`config.mk`:
```
export PLATFORM = sky130hd
export DESIGN_NAME = burst_dim_gen
export DESIGN_NICKNAME = d
export VERILOG_FILES = /design/src/rtl/bdg_pkg.sv /design/src/rtl/bdg_period_ctr.sv /design/src/rtl/bdg_sync.sv /design/src/rtl/bdg_softstart.sv /design/src/rtl/burst_dim_gen.sv
export SDC_FILE = /design/constraint.sdc
export NUM_CORES = 1
export LEC_CHECK = 0
export BUFFER_PORTS_ARGS = -buffer_cell sky130_fd_sc_hd__buf_4
export CAP_MARGIN = 20
export CORE_MARGIN = 2
export CORE_UTILIZATION = 42
export CTS_BUF_LIST = sky130_fd_sc_hd__clkbuf_4 sky130_fd_sc_hd__clkbuf_8
export DETAILED_ROUTE_END_ITERATION = 8
export HOLD_SLACK_MARGIN = 0.03
export PLACE_DENSITY = 0.68
export SKIP_CTS_REPAIR_TIMING = 1
export SLEW_MARGIN = 20
export SYNTH_ARGS = -nofsm -noshare
export SYNTH_HDL_FRONTEND = slang
export SYNTH_HIERARCHICAL = 1
export SYNTH_SLANG_ARGS = --single-unit
export TNS_END_PERCENT = 10
```
`constraint.sdc`:
```
create_clock -name clk -period 17.2 [get_ports clk]
set_clock_uncertainty 0.05 [all_clocks]
set_input_delay 0 -clock clk [delete_from_list [all_inputs] [get_ports clk]]
set_output_delay 0 -clock clk [all_outputs]
set_load 0.02 [all_outputs]
```
`src/rtl/bdg_pkg.sv`:
```
package bdg_pkg;
  typedef enum logic { SRC_INT = 1'b0, SRC_EXT = 1'b1 } burst_src_e;

  function automatic logic [7:0] apply_slope(input logic [7:0] code, input logic inv);
    return inv ? ~code : code;
  endfunction
endpackage

```
`src/rtl/bdg_period_ctr.sv`:
```
module bdg_period_ctr #(
  parameter int CNT_W  = 16,
  parameter int DUTY_W = 8
) (
  input  logic              clk,
  input  logic              rst_n,
  input  logic [CNT_W-1:0]  period_i,
  input  logic [DUTY_W-1:0] duty_i,
  output logic [CNT_W-1:0]  cnt_o,
  output logic [CNT_W-1:0]  per_o,
  output logic [DUTY_W-1:0] duty_o
);
  logic [CNT_W-1:0]  cnt_q, cnt_d;
  logic [CNT_W-1:0]  per_q, per_d;
  logic [DUTY_W-1:0] duty_q, duty_d;
  logic              wrap;

  always_comb begin
    wrap   = (cnt_q == per_q);
    cnt_d  = cnt_q + CNT_W'(1);
    per_d  = per_q;
    duty_d = duty_q;
    if (wrap) begin
      cnt_d  = '0;
      per_d  = period_i;
      duty_d = duty_i;
    end
  end

  always_ff @(posedge clk or negedge rst_n) begin
    if (!rst_n) begin
      cnt_q  <= '0;
      per_q  <= '0;
      duty_q <= '0;
    end else begin
      cnt_q  <= cnt_d;
      per_q  <= per_d;
      duty_q <= duty_d;
    end
  end

  assign cnt_o  = cnt_q;
  assign per_o  = per_q;
  assign duty_o = duty_q;

  // the counter never passes the captured period
  p_cnt_bound_r2: assert property (@(posedge clk) disable iff (!rst_n)
    cnt_q <= per_q);

  // duty only changes across a boundary
  p_duty_hold_r3: assert property (@(posedge clk) disable iff (!rst_n)
    (cnt_q != per_q) |=> $stable(duty_q));
endmodule

```
`src/rtl/bdg_sync.sv`:
```
module bdg_sync #(
  parameter int STAGES = 2
) (
  input  logic clk,
  input  logic rst_n,
  input  logic async_i,
  output logic sync_o
);
  logic [STAGES-1:0] sh_q, sh_d;

  always_comb begin
    sh_d = {sh_q[STAGES-2:0], async_i};
  end

  always_ff @(posedge clk or negedge rst_n) begin
    if (!rst_n) sh_q <= '0;
    else        sh_q <= sh_d;
  end

  assign sync_o = sh_q[STAGES-1];
endmodule

```
`src/rtl/bdg_softstart.sv`:
```
module bdg_softstart #(
  parameter int RAMP_W   = 8,
  parameter int RAMP_DIV = 4
) (
  input  logic              clk,
  input  logic              rst_n,
  input  logic              burst_i,
  input  logic              start_i,
  output logic [RAMP_W-1:0] ramp_o
);
  localparam int DIV_W = (RAMP_DIV > 1) ? $clog2(RAMP_DIV) : 1;
  localparam logic [DIV_W-1:0]  DIV_LAST = DIV_W'(RAMP_DIV - 1);
  localparam logic [RAMP_W-1:0] RAMP_MAX = '1;

  logic [DIV_W-1:0]  div_q, div_d;
  logic [RAMP_W-1:0] ramp_q, ramp_d;
  logic              step_en;

  always_comb begin
    step_en = (div_q == DIV_LAST);
    div_d   = div_q;
    ramp_d  = ramp_q;
    if (!burst_i || start_i) begin
      div_d  = '0;
      ramp_d = '0;
    end else if (step_en) begin
      div_d = '0;
      if (ramp_q != RAMP_MAX) ramp_d = ramp_q + RAMP_W'(1);
    end else begin
      div_d = div_q + DIV_W'(1);
    end
  end

  always_ff @(posedge clk or negedge rst_n) begin
    if (!rst_n) begin
      div_q  <= '0;
      ramp_q <= '0;
    end else begin
      div_q  <= div_d;
      ramp_q <= ramp_d;
    end
  end

  assign ramp_o = ramp_q;

  // burst off forces the ramp to zero
  p_zero_off_r7: assert property (@(posedge clk) disable iff (!rst_n)
    !burst_i |=> (ramp_o == '0));

  // ramp moves by at most one step while a burst continues
  p_step_one_r8: assert property (@(posedge clk) disable iff (!rst_n)
    (burst_i && !start_i) |=> (ramp_o == $past(ramp_o)) || (ramp_o == $past(ramp_o) + RAMP_W'(1)));

  // saturation holds
  p_sat_hold_r8: assert property (@(posedge clk) disable iff (!rst_n)
    (burst_i && !start_i && ramp_o == RAMP_MAX) |=> (ramp_o == RAMP_MAX));

  // burst start clears the ramp
  p_start_clear_r9: assert property (@(posedge clk) disable iff (!rst_n)
    start_i |=> (ramp_o == '0));
endmodule

```
`src/rtl/burst_dim_gen.sv`:
```
module burst_dim_gen #(
  parameter int CNT_W    = 16,
  parameter int RAMP_DIV = 4
) (
  input  logic             clk,
  input  logic             rst_n,
  input  logic             ext_mode_i,
  input  logic             slope_inv_i,
  input  logic [7:0]       bright_i,
  input  logic [CNT_W-1:0] period_i,
  input  logic             pwm_ext_i,
  output logic             burst_o,
  output logic [7:0]       ramp_o
);
  import bdg_pkg::*;

  localparam int DUTY_W = 8;
  localparam int PW     = CNT_W + DUTY_W + 1;

  burst_src_e        src;
  logic [DUTY_W-1:0] duty_eff, duty_q;
  logic [CNT_W-1:0]  cnt_q, per_q;
  logic              ext_sync;
  logic [PW-1:0]     lhs, rhs;
  logic              burst_int;
  logic              burst_q, burst_d;
  logic              start_q, start_d;

  assign src      = burst_src_e'(ext_mode_i);
  assign duty_eff = apply_slope(bright_i, slope_inv_i);

  bdg_period_ctr #(.CNT_W(CNT_W), .DUTY_W(DUTY_W)) u_ctr (
    .clk(clk), .rst_n(rst_n), .period_i(period_i), .duty_i(duty_eff),
    .cnt_o(cnt_q), .per_o(per_q), .duty_o(duty_q)
  );

  bdg_sync #(.STAGES(2)) u_sync (
    .clk(clk), .rst_n(rst_n), .async_i(pwm_ext_i), .sync_o(ext_sync)
  );

  always_comb begin
    lhs       = PW'({cnt_q, {DUTY_W{1'b0}}});
    rhs       = PW'(duty_q) * (PW'(per_q) + PW'(1));
    burst_int = (lhs < rhs);
    if (src == SRC_EXT) begin
      burst_d = ext_sync;
      start_d = ext_sync & ~burst_q;
    end else begin
      burst_d = burst_int;
      start_d = (cnt_q == '0);
    end
  end

  always_ff @(posedge clk or negedge rst_n) begin
    if (!rst_n) begin
      burst_q <= 1'b0;
      start_q <= 1'b0;
    end else begin
      burst_q <= burst_d;
      start_q <= start_d;
    end
  end

  bdg_softstart #(.RAMP_W(8), .RAMP_DIV(RAMP_DIV)) u_ramp (
    .clk(clk), .rst_n(rst_n), .burst_i(burst_q), .start_i(start_q), .ramp_o(ramp_o)
  );

  assign burst_o = burst_q;

  // external mode output follows the synchroniser
  p_ext_follow_r6: assert property (@(posedge clk) disable iff (!rst_n)
    ext_mode_i |=> (burst_o == $past(ext_sync)));

  // zero duty never raises the internal burst
  p_zero_duty_r4: assert property (@(posedge clk) disable iff (!rst_n)
    (!ext_mode_i && duty_q == '0) |=> !burst_o);
endmodule

```
==> impl_results.md <==
* Sequential share of power at 0.134
* DR iter-0 viols at 333
* Startpoint Class: flip-flop
* Inserted Clock Buffers at 5
* Final min period at 7.35 ns
* Nets at 1030
* Logic gate share of total power at 0.802
* H-tree levels at 2
* Final hold slack at 0.0192 ns
* Largest family of logic cells by synthesized area: adder cells
* Mapped Area at 0.00755 mm²
* First-pass GRT wire length at 29000 µm
* CTS clk-pin slew, worst paths at 0.11 ns
* Die height at 138 µm
* Worst path bufs/invs at 2
* TNS Setup at 0 ns
* Routed len/inst at 15.5 µm
* Largest net degree at the start of global routing at 55
* Worst slew margin at 0.383
* Final ANT Viol Nets at 0
* Clk buf depth at 2
* Number of global-route vias before repair at 5717
* Total number of vias at 5602
* Critical path capture point type: flip-flop
* Period Utilization, post-route at 0.428
* Async SR Flop Fraction at 1.00
* Psw at 0.638 mW
* Clock root cell: clkbuf_8
* Post-route DRC at 0
* Area fraction of the dominant cell type after synthesis at 0.239
* Final Setup Violations at 0
* Max frequency at 136 MHz
* CP max stage delay at 0.74 ns
* Number of synthesized register bits at 54
* Post-Synth XOR/XNOR Area at 0.0766
* Tightest Pin Transition at 0.919 ns
* Netlist cell types at 61
* Total core area at 0.0178 mm²
* GRT overflow at 0
* I/O pin count at 38
* Fraction of layout cells with a size suffix above 1 at 0.106
* Die width at 138 µm
* Post-Synth Simple-Gate Area at 0.212
* CP Data Required Time at 17.37 ns
* Drt total wl at 16700 µm
* CTS tree: built
* R2R setup slack at 9.85 ns
* Maximum vdd drop at 0.0952 mV
* Max cap viols at 0
* EDFF count, synth at 0
* Sequential share of the synthesized area at 0.179
* Ys flop type: dfrtp_1
* Initial Utilization at 0.425
* Placer congestion estimate at 0.899
* Clk pwr share at 0.064
* Syn_nets at 976
* Top post-synthesis cells by area: fa_1, dfrtp_1, ha_1
* Row count at 49
* Drt via density at 5.21
* Mapped Cells at 792
* P_leak at 3.92 nW
* Average cell area after synthesis at 9.53 µm²
* Slew Viols, Final at 0
* Initial antenna violation count at 0
* RSZ-0062 raised after global routing: false
* Post-synthesis compound-gate area fraction at 0.0749
* Adder-Cell Fraction of Synth Area at 0.346
* CP max FO at 14
* PD cells at 148 mW/mm²
* DP HPWL at 13200 µm
* Area grow syn2layout at 10.8%
* Switching share of power at 0.516
* Arrival @ worst endpoint at 7.52 ns
* Skew-Pair Late Insertion Delay at 0.32 ns
* CP cell instances: ha_1, nand3_1, xnor2_1, nor2b_1, fa_1, fa_1, fa_1, inv_1, fa_1, inv_1, ha_1, and3_2, a221oi_2, o21ai_0, a21oi_1, xor2_1, ha_1, nand4_1, nor3_1, nand4_1, a211oi_1, o311ai_0, a21boi_0, nand3b_1
* Delay-heaviest family, CP: adder cells
* DRT Pass-1 Iters at 5
* # clock sinks at 54
* Critical-path top delay cell: xnor2_1
* Crit-path most repeated cell: fa_1
* Internal Pwr Total at 0.600 mW
* Overall routing resource usage at 0.184
* Outcome: complete, no violations
* Fin. Hold Viols at 0
* Post-synthesis mux area share at 0.0411
* Fill count at 1727
* Synth area leader: fa_1
* HP Class: in2reg
* Die area at 0.0191 mm²
* Worst Setup Slack post-DPL at 9.89 ns
* I/O Buffers at 37
* Ys Warns at 6
* Crit path kind: reg2reg
* Worst Setup Slack, final at 9.85 ns
* Diodes inserted at 0
cell families after synthesis:
kind of cell,count (synthesis)
flip-flops,54
buffers and inverters,134
AND/OR/NAND/NOR,277
adder cells (fa/ha/maj),155
multiplexers,28
AO/OA/AOI/OAI,78
XOR/XNOR,66
final cells by class:
cell class,instances,area [µm²],area share
inverters,120,450,0.0538
clock buffers,5,68.8,0.00822
clock inverters,3,28.8,0.00344
repair buffers,61,510,0.0610
flip-flops and latches,54,1350,0.162
multi-input cells,604,5670,0.678
well taps,229,287,0.0342
power by group through the flow:
| stage | clock network [mW] | logic, mW | registers [mW] |
|---|---|---|---|
| detailed placement | 0 | 0.983 | 0.168 |
| finish | 0.0789 | 0.993 | 0.166 |
| global placement | 0 | 0.974 | 0.169 |
| CTS | 0.0822 | 0.995 | 0.166 |
| global route | 0.0867 | 1.15 | 0.169 |
| floorplan | 0 | 0.787 | 0.155 |
final timing paths:
| path | from | cells after the start | to |
|---|---|---|---|
| setup / recovery | u_ctr/per_o[0]$_DFFE_PN0N_ | 24 | burst_o$_DFF_PN0_ |
| hold / removal | bright_i[2] | 3 | u_ctr/duty_o[2]$_DFFE_PN0N_ |
| setup reg to reg | u_ctr/per_o[0]$_DFFE_PN0N_ | 24 | burst_o$_DFF_PN0_ |
| hold reg to reg | u_sync/sh_q[0]$_DFF_PN0_ | 0 | u_sync/sh_q[1]$_DFF_PN0_ |
| max in group asynchronous | rst_n | 2 | u_ctr/duty_o[2]$_DFFE_PN0N_ |
| min in group asynchronous | rst_n | 2 | u_ramp/ramp_o[1]$_DFFE_PN0P_ |
worst register-to-register path, stage by stage, from the launching register on:
cell	delay, ns
dfrtp_1	0.63
ha_1	0.32
nand3_1	0.21
xnor2_1	0.74
nor2b_1	0.16
fa_1	0.59
fa_1	0.44
fa_1	0.54
inv_1	0.05
fa_1	0.53
inv_1	0.05
ha_1	0.37
and3_2	0.26
a221oi_2	0.35
o21ai_0	0.15
a21oi_1	0.19
xor2_1	0.10
ha_1	0.29
nand4_1	0.11
nor3_1	0.25
nand4_1	0.13
a211oi_1	0.28
o311ai_0	0.19
a21boi_0	0.19
nand3b_1	0.09
Yosys cell counts (all sizes together), types with 2 or more instances:
library cell  number
a211oi             5
a21boi             3
a21o               6
a21oi             25
a31oi              5
and2              27
and3              10
and4               5
buf                4
clkbuf            10
dfrtp             54
fa                90
ha                65
inv              120
mux2              24
mux2i              4
nand2             28
nand2b            19
nand3             19
nand3b             2
nand4             14
nor2              31
nor2b             93
nor3              12
nor4               8
o211ai             2
o21a               4
o21ai             10
o21bai             3
o22ai              3
o311ai             2
o31ai              2
or2                2
or3                3
xnor2             34
xor2              32
sequential cells by signal (all words and copies together), names as in the netlist:
| signal | cells |
|---|---|
| start_q | 1 |
| u_ctr/per_o | 16 |
| u_ctr/cnt_o | 16 |
| burst_o | 1 |
| u_sync/sh_q | 2 |
| u_ramp/ramp_o | 8 |
| u_ctr/duty_o | 8 |
| u_ramp/div_q | 2 |
per-stage QoR:
step / utilization / power (mW) / std cells / cell area, µm²
2_1_floorplan: - / 0.942 / 792 / 7550
3_3_place_gp: 0.453 / 1.14 / 1047 / 8060
3_5_place_dp: 0.453 / 1.15 / 1047 / 8060
4_1_cts: 0.459 / 1.24 / 1055 / 8160
5_1_grt: 0.471 / 1.41 / 1076 / 8370
6_report: 0.471 / 1.24 / 1076 / 8370
layer usage:
metal | GRT usage | wire, µm
met5 | 0 | 0
met4 | 0.0328 | 166
met3 | 0.0222 | 566
met2 | 0.300 | 8090
met1 | 0.267 | 7900
cells in the final DEF, fill, tap and decap left out, types with 10 or more instances in the layout:
cell,netlist,routed
inv_1,120,120
nor2b_1,93,93
fa_1,90,90
ha_1,65,65
dfrtp_1,54,54
buf_4,1,40
xnor2_1,34,34
xor2_1,32,32
nor2_1,31,31
nand2_1,28,28
and2_1,27,27
a21oi_1,24,24
mux2_2,23,23
dlygate4sd3_1,0,21
nand3_1,19,19
nand2b_1,19,19
nand4_1,13,13
nor3_1,12,12
o21ai_0,10,10
Note: power is estimated with default switching activity, not from simulation.
